**src/rtl/rtc_rate_pkg.sv**
```systemverilog
package rtc_rate_pkg;

    localparam int DIV_W  = 15;
    localparam int RATE_W = 4;

    typedef enum logic [1:0] {
        OSC_STOPPED,
        OSC_DIV_HELD,
        OSC_RUNNING
    } osc_mode_e;

    typedef struct packed {
        logic per;
        logic alm;
        logic upd;
    } evt_flags_t;

    function automatic osc_mode_e decode_osc(input logic [2:0] ctl);
        if (ctl == 3'b010)
            return OSC_RUNNING;
        else if (ctl[2:1] == 2'b11)
            return OSC_DIV_HELD;
        else
            return OSC_STOPPED;
    endfunction

    // Divider bit that forms the selected tap; codes 1 and 2 reuse slow taps.
    function automatic int unsigned tap_bit(input logic [RATE_W-1:0] code);
        case (code)
            4'd0:    return 0;
            4'd1:    return 6;
            4'd2:    return 7;
            default: return int'(code) - 2;
        endcase
    endfunction

endpackage

```
**src/rtl/rtc_prescaler.sv**
```systemverilog
module rtc_prescaler
    import rtc_rate_pkg::*;
#(
    parameter int W = DIV_W
) (
    input  logic         clk,
    input  logic         rst,
    input  logic         osc_tick,
    input  logic [2:0]   osc_ctl,
    output logic [W-1:0] cnt,
    output logic         div_run,
    output logic         sec_tick
);
    osc_mode_e mode;

    always_comb begin
        mode    = decode_osc(osc_ctl);
        div_run = (mode == OSC_RUNNING);
    end

    always_ff @(posedge clk) begin
        if (rst || !div_run)
            cnt <= '0;
        else if (osc_tick)
            cnt <= cnt + 1'b1;
    end

    always_ff @(posedge clk) begin
        if (rst)
            sec_tick <= 1'b0;
        else
            sec_tick <= div_run && osc_tick && (&cnt);
    end

    // a stopped or held divider sits at zero
    a_r1_div_held: assert property (@(posedge clk) disable iff (rst)
        (decode_osc(osc_ctl) != OSC_RUNNING) |=> (cnt == '0));

    // the seconds pulse lands exactly on the wrap to zero
    a_r5_tick_on_wrap: assert property (@(posedge clk) disable iff (rst)
        sec_tick |-> (cnt == '0));

endmodule

```
**src/rtl/rtc_tap_mux.sv**
```systemverilog
module rtc_tap_mux
    import rtc_rate_pkg::*;
#(
    parameter int W  = DIV_W,
    parameter int RW = RATE_W
) (
    input  logic          clk,
    input  logic          rst,
    input  logic [W-1:0]  cnt,
    input  logic          div_run,
    input  logic          osc_tick,
    input  logic [RW-1:0] rate_sel,
    input  logic          sqw_en,
    output logic          sqw,
    output logic          per_evt
);
    logic [W-1:0] ones_below;
    logic         tap_on;
    logic         tap_val;
    logic         tap_wrap;
    int unsigned  sel_bit;

    // ones_below[i]: divider bits i..0 are all 1, so bit i falls on the next tick
    assign ones_below[0] = cnt[0];
    generate
        for (genvar i = 1; i < W; i++) begin : g_chain
            assign ones_below[i] = ones_below[i-1] & cnt[i];
        end
    endgenerate

    always_comb begin
        sel_bit  = tap_bit(rate_sel);
        tap_on   = (rate_sel != '0);
        tap_val  = 1'b0;
        tap_wrap = 1'b0;
        for (int k = 0; k < W; k++) begin
            if (sel_bit == k) begin
                tap_val  = cnt[k];
                tap_wrap = ones_below[k];
            end
        end
        sqw     = sqw_en && tap_on && tap_val;
        per_evt = div_run && osc_tick && tap_on && tap_wrap;
    end

    // no periodic event with the tap deselected
    a_r3_no_event_when_off: assert property (@(posedge clk) disable iff (rst)
        (rate_sel == '0) |-> !per_evt);

endmodule

```
**src/rtl/rtc_event_flags.sv**
```systemverilog
module rtc_event_flags
    import rtc_rate_pkg::*;
(
    input  logic       clk,
    input  logic       rst,
    input  logic       per_evt,
    input  logic       alarm_evt,
    input  logic       update_evt,
    input  logic       stat_rd,
    input  logic       pie,
    input  logic       aie,
    input  logic       uie,
    output logic [7:0] stat_byte,
    output logic       intf
);
    evt_flags_t flags_q, flags_d, evt_now, en_now;
    logic       intf_d;

    always_comb begin
        evt_now = '{per: per_evt, alm: alarm_evt, upd: update_evt};
        en_now  = '{per: pie, alm: aie, upd: uie};
        // an event in the reading clock survives the clear
        flags_d = stat_rd ? evt_now : (flags_q | evt_now);
        intf_d  = |(flags_d & en_now);
    end

    always_ff @(posedge clk) begin
        if (rst) begin
            flags_q <= '0;
            intf    <= 1'b0;
        end else begin
            flags_q <= flags_d;
            intf    <= intf_d;
        end
    end

    assign stat_byte = {intf, flags_q.per, flags_q.alm, flags_q.upd, 4'b0000};

    // an alarm pulse is visible on the next clock
    a_r7_alarm_sets: assert property (@(posedge clk) disable iff (rst)
        alarm_evt |=> flags_q.alm);

    // the summary flag never stands without a flag under it
    a_r8_intf_has_source: assert property (@(posedge clk) disable iff (rst)
        intf |-> (flags_q != '0));

    // a quiet read empties the register
    a_r10_read_clears: assert property (@(posedge clk) disable iff (rst)
        (stat_rd && !per_evt && !alarm_evt && !update_evt) |=> (flags_q == '0 && !intf));

    // reset leaves nothing pending
    a_r12_reset_clears: assert property (@(posedge clk)
        rst |=> (flags_q == '0 && !intf));

endmodule

```
**src/rtl/rtc_rate_irq.sv**
```systemverilog
module rtc_rate_irq
    import rtc_rate_pkg::*;
#(
    parameter int W  = DIV_W,
    parameter int RW = RATE_W
) (
    input  logic          clk,
    input  logic          rst,
    input  logic          osc_tick,
    input  logic [2:0]    osc_ctl,
    input  logic [RW-1:0] rate_sel,
    input  logic          sqw_en,
    input  logic          pie,
    input  logic          aie,
    input  logic          uie,
    input  logic          alarm_evt,
    input  logic          update_evt,
    input  logic          stat_rd,
    output logic          sqw,
    output logic          sec_tick,
    output logic [7:0]    stat_byte,
    output logic          irq_n,
    output logic          irq_oe
);
    logic [W-1:0] cnt;
    logic         div_run;
    logic         per_evt;
    logic         intf;

    rtc_prescaler #(.W(W)) u_div (
        .clk      (clk),
        .rst      (rst),
        .osc_tick (osc_tick),
        .osc_ctl  (osc_ctl),
        .cnt      (cnt),
        .div_run  (div_run),
        .sec_tick (sec_tick)
    );

    rtc_tap_mux #(.W(W), .RW(RW)) u_tap (
        .clk      (clk),
        .rst      (rst),
        .cnt      (cnt),
        .div_run  (div_run),
        .osc_tick (osc_tick),
        .rate_sel (rate_sel),
        .sqw_en   (sqw_en),
        .sqw      (sqw),
        .per_evt  (per_evt)
    );

    rtc_event_flags u_flags (
        .clk        (clk),
        .rst        (rst),
        .per_evt    (per_evt),
        .alarm_evt  (alarm_evt),
        .update_evt (update_evt),
        .stat_rd    (stat_rd),
        .pie        (pie),
        .aie        (aie),
        .uie        (uie),
        .stat_byte  (stat_byte),
        .intf       (intf)
    );

    // open drain: the pin is driven only to pull low
    assign irq_oe = intf;
    assign irq_n  = ~intf;

    // the pin pulls low while enabled and floats high otherwise
    a_r9_pin_pairing: assert property (@(posedge clk) disable iff (rst)
        irq_oe |-> (!irq_n && stat_byte[7]));

endmodule

```
**config.mk**
```make
export PLATFORM = sky130hd
export DESIGN_NAME = rtc_rate_irq
export DESIGN_NICKNAME = d
export VERILOG_FILES = /design/src/rtl/rtc_rate_pkg.sv /design/src/rtl/rtc_prescaler.sv /design/src/rtl/rtc_tap_mux.sv /design/src/rtl/rtc_event_flags.sv /design/src/rtl/rtc_rate_irq.sv
export SDC_FILE = /design/constraint.sdc
export NUM_CORES = 1
export LEC_CHECK = 0
export ABC_AREA = 0
export BUFFER_PORTS_ARGS = -buffer_cell sky130_fd_sc_hd__clkbuf_2
export CELL_PAD_IN_SITES_DETAIL_PLACEMENT = 2
export CELL_PAD_IN_SITES_GLOBAL_PLACEMENT = 2
export CORE_MARGIN = 2
export CORE_UTILIZATION = 33
export CTS_BUF_LIST = sky130_fd_sc_hd__clkbuf_4
export CTS_CLUSTER_SIZE = 40
export DETAILED_ROUTE_END_ITERATION = 10
export PLACE_DENSITY_LB_ADDON = 0.1
export REMOVE_ABC_BUFFERS = 1
export SLEW_MARGIN = 0
export SYNTH_ARGS = -nofsm -noshare
export SYNTH_HDL_FRONTEND = slang
export SYNTH_SLANG_ARGS = --single-unit
```
**constraint.sdc**
```tcl
create_clock -name clk -period 3 [get_ports clk]
set_input_delay 0.15 -clock clk [delete_from_list [all_inputs] [get_ports clk]]
set_output_delay 0.15 -clock clk [all_outputs]
set_load 0.1 [all_outputs]
```
# After elaboration in Yosys (flattened, before gate mapping)
# Index checks and enable logic that the tools add are counted.
[op_classes]
n_reduce_logical = 13
addsub = 2
mux = 33
eq_ne = 19
n_bitwise = 17
[op_table]
columns = ["cell", "count"]
rows = [
  ["$eq 32x4->1 const B", 7],
  ["$eq 32x3->1 const B", 4],
  ["$pmux 32 s3", 1],
  ["$eq 32x2->1 const B", 2],
  ["$eq 32x1->1 const B", 1],
  ["$logic_not 32->1", 1],
  ["$mux 1", 30],
  ["$add 15x1->15 const B", 1],
  ["$reduce_and 15->1", 1],
  ["$and 1x1->1", 14],
  ["$logic_and 1x1->1", 6],
  ["$sub 4x2->5 const B", 1],
  ["$eq 2x2->1 const B", 2],
  ["$eq 4x1->1 const B", 1],
  ["$eq 4x2->1 const B", 1],
  ["$logic_not 4->1", 1],
  ["$reduce_bool 4->1", 1],
  ["$and 3x3->3", 1],
  ["$eq 3x2->1 const B", 1],
  ["$mux 3", 1],
  ["$or 3x3->3", 1],
  ["$reduce_or 3->1", 1],
  ["$mux 2", 1],
  ["$logic_not 1->1", 1],
  ["2 further kinds", 2],
]
[word_totals]
output_inout_bits = 12
in_bits = 17
ff_bits = 20
elab_cells = 90

# Logic depth before layout (Yosys ltp)
# Gate-level depths: netlist of the first run.
[depth]
ltp_word = 23
ltp_mapped = 10
mapped_depth_nobuf = 8

# Cells and area by module
# Synthesis of the first run repeated with hierarchy kept, for this count alone.
[unflattened]
cells_unflattened = 244
area_unflattened_um2 = 1924.3
[by_module_without_submodules]
columns = ["module", "seq_area_each_um2", "cells_per_inst", "n_inst", "area_each_um2"]
rows = [
  ["rtc_tap_mux", 0.0, 138, 1, 927.1],
  ["rtc_prescaler", 320.3, 86, 1, 807.0],
  ["rtc_event_flags", 80.1, 19, 1, 186.4],
  ["rtc_rate_irq", 0.0, 1, 1, 3.8],
]

# Least setup slack after synthesis of the first run
# No wires, ideal clock.
[synth_timing]
kind = "input port to output port"
from = "in rate_sel[1]"
to = "out sqw"
cell_stages = 9
required_ns = 2.850
path_buffers = 1
path_slack_ns = 0.089
t_arrival_ns = 2.761
path_cell_list = "buf_2 > clkinv_1 > ha_1 > or3b_4 > and2_4 > o31a_1 > o32a_1 > a41oi_2 > o221a_1"
[synth_between]
elab_chain_len = 19
elab_cells_between_ends = 38
classes_between = "1 x add/sub; 16 x eq/ne; 16 x mux; 5 x reduce/logical"
[synth_rtl]
columns = ["item", "line", "rtl"]
rows = [
  ["from (decl)", "rtc_rate_irq.sv:11", "input logic [RW-1:0] rate_sel,"],
  ["$sub 4x2->5, or another cell as far along", "rtc_rate_pkg.sv:33", "default: return int'(code) - 2;"],
  ["$pmux 32 s3", "rtc_rate_pkg.sv:29", "case (code)"],
  ["$logic_not 32->1", "rtc_tap_mux.sv:37", "if (sel_bit == k) begin"],
  ["$mux 1 (15 in a row)", "rtc_tap_mux.sv:37", ""],
  ["$logic_and 1x1->1 (*)", "rtc_tap_mux.sv:42", "sqw = sqw_en && tap_on && tap_val;"],
  ["to (decl)", "rtc_rate_irq.sv:19", "output logic sqw,"],
]
# Mark *: on every way between the ends. The rest lies on a longest branch, timed or not.

# Worst setup path after layout of the first run
[layout_timing]
from = "in rate_sel[2]"
to = "out sqw"
# The elaborated chain is that of the path after synthesis.

==> results of run 1 <==
==> sequential cells by signal (all words and copies together), names as in the netlist <==
register and cells:
u_div.cnt 15, u_flags.stat_byte 3, u_div.sec_tick 1, u_flags.intf 1
==> through the flow <==
step / setup WS (ns) / hold WS (ns)
2_1_floorplan: 0.101 / 0.223
3_3_place_gp: 0.487 / 0.379
3_5_place_dp: 0.317 / 0.393
4_1_cts: 0.410 / 0.0472
5_1_grt: 0.214 / 0.0351
6_report: 0.375 / 0.0531
==> layout make-up <==
cell class                 count  area [µm²]  share of cell area (%)
timing repair buffer          27         158                    8.29
inverter                      12        45.0                    2.37
tap                           70        87.6                    4.61
clock buffer                   3        22.5                    1.18
clock inverter                 1        30.0                    1.58
sequential                    20         400                    21.1
multi-input combinational    175        1160                    60.9
==> power breakdown <==
group	leakage (nW)	internal (mW)	switching, mW
sequential	0.162	0.269	0.00194
combinational	0.471	0.0539	0.142
clock	0.0279	0.135	0.0963
total	0.661	0.458	0.240
==> cell families after synthesis <==
| kind of cell | after synthesis | synth area share (%) |
|---|---|---|
| simple gates | 93 | 28.1 |
| compound gates | 55 | 25.6 |
| buf+inv | 32 | 9.11 |
| flops | 20 | 23.5 |
| xor+xnor | 14 | 7.64 |
| mux | 5 | 3.09 |
| fa+ha+maj | 4 | 2.79 |
| other cells | 1 | 0.220 |
==> per-layer routing <==
metal,share of wire (%),vias to the layer above
li1,-,833
met2,50,29
met3,2.9,6
met1,46,875
met5,0,-
met4,1.1,0
==> worst max-delay path: stages <==
cell      delay (ns)
clkbuf_2        0.22
inv_1           0.07
ha_1            0.59
nor2b_1         0.35
nand2_1         0.11
a21oi_1         0.19
o22ai_1         0.13
a41oi_2         0.23
o221a_1         0.25
buf_12          0.18
==> cells in the mapped netlist, drive strengths merged (2+ instances only) <==
library cell and instances:
a211o 2, a211oi 7, a21oi 6, and2 3
and3 3, buf 14, clkbuf 6, dfxtp 20
ha 3, inv 11, mux2 2, mux2i 3
nand2 21, nand3 8, nand4 4, nor2 26
nor2b 8, nor3 5, nor4 3, o211ai 5
o21a 2, o21ai 6, o221ai 3, o311a 2
o31a 2, or3 2, or3b 2, xnor2 8
xor2 6
==> how the worst max path moves through the flow <==
stage	from	to	slack (ns)	depth (start not counted)
finish	rate_sel[2]	sqw	0.37	10
global route	rate_sel[2]	sqw	0.21	10
CTS	rate_sel[2]	sqw	0.41	10
detailed placement	rate_sel[2]	u_flags.stat_byte[6]	0.32	9
global placement	rate_sel[2]	sqw	0.49	10
floorplan	rate_sel[1]	sqw	0.10	8
==> metrics.txt, run 1 <==
crit end category primary output; vias in the first global route 1779; endpoints failing setup 0; final worst-path cycle share 87.5%; Max transition margin 59.5%; First-pass DRT Iterations 4; Area growth syn-to-layout 11.7%; largest net degree at the start of global routing 31; final slew viol count 0; Most Used Layer, Global Route met2; min cycle time layout 2.63 ns; Min-Delay Path Depth 2; outcome complete, no violations; CP Data Required Time 2.85 ns; sequential area share after synthesis 23.5%; DRT antenna net count 0; Iter 0 DRT Violations 96; Worst-Margin Slew 0.607 ns; final non-filler cell area 1900 µm²; Clk pin slew, worst setup/hold paths 0.14 ns; total gr overflow 0; worst reg2reg startpoint u_div.cnt[1]; PD cells 367 nW/µm²; met3 Usage GRT 2.65%; Design Power 0.697 mW; crit path max fanout 16; Clock Tree Buf Depth 2; GRT Util Overall 20.4%; residual DRC count 0; cell accounting for the most synthesized area dfxtp_1; final wirelength 5620 µm; Inserted Clock Buffers 3; Placed Instances 304; insertion delay to the later sink of the worst-skew pair 0.32 ns; CTS root buffer clkbuf_4; Via density 5.66; core box area 5040 µm²; post-CTS sizing 0; FF-to-FF path depth 8; vias post-DR 1743; largest cells by area after synthesis dfxtp_1, nor2_1, nand2_1; critical path start-end classification primary input to primary output; RSZ-0062 raised after global routing no; peak supply drop 0.158 mV; Leak Pwr 0.661 nW; Distinct cells, synth 68; r2r setup slk 0.62 ns; number of post-CTS setup repair buffers 0; Max-Cap Viols 0; met2 Use GR 36.5%; fillers 592; FF+latch count, synth 20; Die Ht 75.8 µm; Avg Inst Size Synth 7.60 µm²; H-tree depth 1; Max Clock Skew 0.0105 ns; cell area after synthesis 1700 µm²; Port Buf Inserts 24; Initial Util 33.8%; CTS Hold Bufs 0; Hold Path End u_flags.stat_byte[4]; Worst R2R End u_flags.stat_byte[6]; worst hold path startpoint update_evt; Fmax achieved 0.381 GHz; WP data arrival 2.48 ns; IO Pins 29; Final TNS setup 0 ns; most common library cell in the layout ignoring fill and taps nor2_1; die area 5750 µm²; CTS tree built; Yosys warnings 0; Async SR Flop Fraction 0%; routability cong. 0.886; met1 Use GR 26.0%; WL/cell 18.3 µm; DP HPWL 4330 µm; EDFF count, synth 0; Core Util, Final 37.7%; Cells after Synth 224; initial antenna violation count 0; area of placed instances 1850 µm²; most frequent cells in the layout nor2_1, clkbuf_2, nand2_1; layout cells sized above 1 18.1%; Layout Nets 259; startpoint types primary input; first-pass GRT wire length 8930 µm; final hold viol count 0; Std-Cell Rows 26; top cell type's share of synthesized area 23.5%; Die X 75.8 µm; # diodes 0; post-route insts no fill 308; top_reg_cell synth dfxtp_1; clk sink count 20; Hold Crit Class primary input to flip-flop
(Power assumes the default switching activity.)
==> inputs of run 2 (changes only) <==
- CORE_UTILIZATION: 33 -> 35
- RECOVER_POWER: not set -> 50
- clock period: 3 -> 3.1 ns (I/O delays scaled with it)
==> metrics.txt, run 2 (synthesized netlist as in run 1, its figures left out) <==
outcome complete, no violations (unchanged); Max-Cap Viols 0 (unchanged); final wirelength 5560 µm (was 5620 µm); startpoint types primary input (unchanged); vias in the first global route 1794 (was 1779); DRT antenna net count 0 (unchanged); peak supply drop 0.122 mV (was 0.158 mV); hold slack 0.0757 ns (was 0.0531 ns); endpoints failing setup 0 (unchanged); RSZ-0062 raised after global routing no (unchanged); Die Ht 73.8 µm (was 75.8 µm); Layout Nets 259 (unchanged); Initial Util 36.3% (was 33.8%); Iter 0 DRT Violations 90 (was 96); critical path start-end classification primary input to primary output (unchanged); Worst-Margin Slew 1.17 ns (was 0.607 ns); GRT Util Overall 22.2% (was 20.4%); final slew viol count 0 (unchanged); critical-path cell list clkbuf_2 -> inv_1 -> ha_1 -> inv_1 -> a221o_1 -> a2bb2oi_1 -> o22ai_1 -> a41oi_2 -> o221a_1 -> buf_12 (was clkbuf_2 -> inv_1 -> ha_1 -> nor2b_1 -> nand2_1 -> a21oi_1 -> o22ai_1 -> a41oi_2 -> o221a_1 -> buf_12); Die X 73.8 µm (was 75.8 µm); Core Util, Final 39.3% (was 37.7%); Critical Path Max Stage Delay 0.58 ns (was 0.59 ns); Min-Delay Path Depth 2 (unchanged); # diodes 0 (unchanged); Leak Pwr 0.624 nW (was 0.661 nW); max FFs per register 15 (unchanged); clk sink count 20 (unchanged); layout cells sized above 1 14.8% (was 18.1%); vias post-DR 1717 (was 1743); Fmax achieved 0.381 GHz; PD cells 313 nW/µm² (was 367 nW/µm²); final hold viol count 0 (unchanged); routability cong. 0.856 (was 0.886); area of placed instances 1830 µm² (was 1850 µm²); crit path max fanout 16 (unchanged); fillers 582 (was 592); Reg area 400 µm² (unchanged); Via density 5.90 (was 5.66); die area 5440 µm² (was 5750 µm²); first-pass GRT wire length 9210 µm (was 8930 µm); CTS root buffer clkbuf_4 (unchanged); r2r setup slk 0.71 ns (was 0.62 ns); Final TNS setup 0 ns (unchanged); Largest Register u_div.cnt (unchanged); initial antenna violation count 0 (unchanged); Placed Instances 288 (was 304); WP data arrival 2.47 ns (was 2.48 ns); Port Buf Inserts 24 (unchanged); Hold Crit Class primary input to flip-flop (unchanged); Max Clock Skew 0.0156 ns (was 0.0105 ns); final non-filler cell area 1840 µm² (was 1900 µm²); Most Frequent Cell on Critical Path inv_1; slowest cell on the critical path ha_1 (unchanged); Inserted Clock Buffers 3 (unchanged); largest net degree at the start of global routing 31 (unchanged); CTS tree built (unchanged); DP HPWL 4390 µm (was 4330 µm); core box area 4690 µm² (was 5040 µm²); Design Power 0.576 mW (was 0.697 mW); Final WS setup 0.476 ns (was 0.375 ns); number of post-CTS setup repair buffers 0 (unchanged); Max transition margin 22.2% (was 59.5%); WL/cell 19.1 µm (was 18.3 µm); most frequent cells in the layout nor2_1, nand2_1, dfxtp_1 (was nor2_1, clkbuf_2, nand2_1); total gr overflow 0 (unchanged); dpl ws 0.481 ns (was 0.317 ns); H-tree depth 1 (unchanged); most common library cell in the layout ignoring fill and taps nor2_1 (unchanged); min cycle time layout 2.62 ns; insertion delay to the later sink of the worst-skew pair 0.30 ns (was 0.32 ns); post-CTS sizing 0 (unchanged); worst path buffer plus inverter count 4 (was 3); Clk pin slew, worst setup/hold paths 0.12 ns (was 0.14 ns); Clock Tree Buf Depth 2 (unchanged); CP Data Required Time 2.94 ns (was 2.85 ns); Crit path depth 10 (unchanged); area of the multi-input gates 1160 µm² (unchanged); Area growth syn-to-layout 8.23% (was 11.7%); FF-to-FF path depth 8 (unchanged); residual DRC count 0 (unchanged); CP delay by family, top compound AO/OA/AOI/OAI gates (unchanged); Std-Cell Rows 25 (was 26); IO Pins 29 (unchanged); post-route insts no fill 291 (was 308); First-pass DRT Iterations 4 (unchanged); crit end category primary output (unchanged); final worst-path cycle share 84.6%; CTS Hold Bufs 0 (unchanged)
==> run 2: cell count changes in the layout (fill, tap and decap cells not counted), sizes merged <==
cell and delta:
bufinv -1
==> run 2: cell type report <==
class                      instances  area share, %
timing repair buffer              27           8.08
tap                               54           3.67
sequential                        20           21.7
inverter                          12           2.44
clock buffer                       3           1.22
multi-input combinational        175           62.9
==> run 2: worst register-to-register path, stage by stage, from the launching register on <==
cell      delay, ns
dfxtp_1        0.42
ha_1           0.27
ha_1           0.23
nand3_1        0.19
maj3_1         0.40
a21o_1         0.17
o221ai_1       0.26
a211oi_1       0.13
a211oi_1       0.24
==> run 2: report_power, final <==
part	switching (mW)	internal, mW	leakage (nW)
Sequential	0.00168	0.260	0.162
Combinational	0.138	0.0511	0.449
Clock	0.0808	0.0452	0.0138
Total	0.220	0.356	0.624
==> run 2: final timing paths <==
kind / startpoint / endpoint
setup / recovery: rate_sel[2] / sqw
hold / removal: rst / u_flags.stat_byte[6]
setup reg to reg: u_div.cnt[0] / u_flags.stat_byte[6]
hold reg to reg: u_div.cnt[1] / u_div.cnt[1]
==> run 2: routing by layer <==
layer	share of wire (%)	GRT usage, %	wire [µm]
met1	46	29.7	2570
met2	49	37.6	2750
met3	2.9	2.61	159
met4	1.5	5.66	86
met5	0	0	0
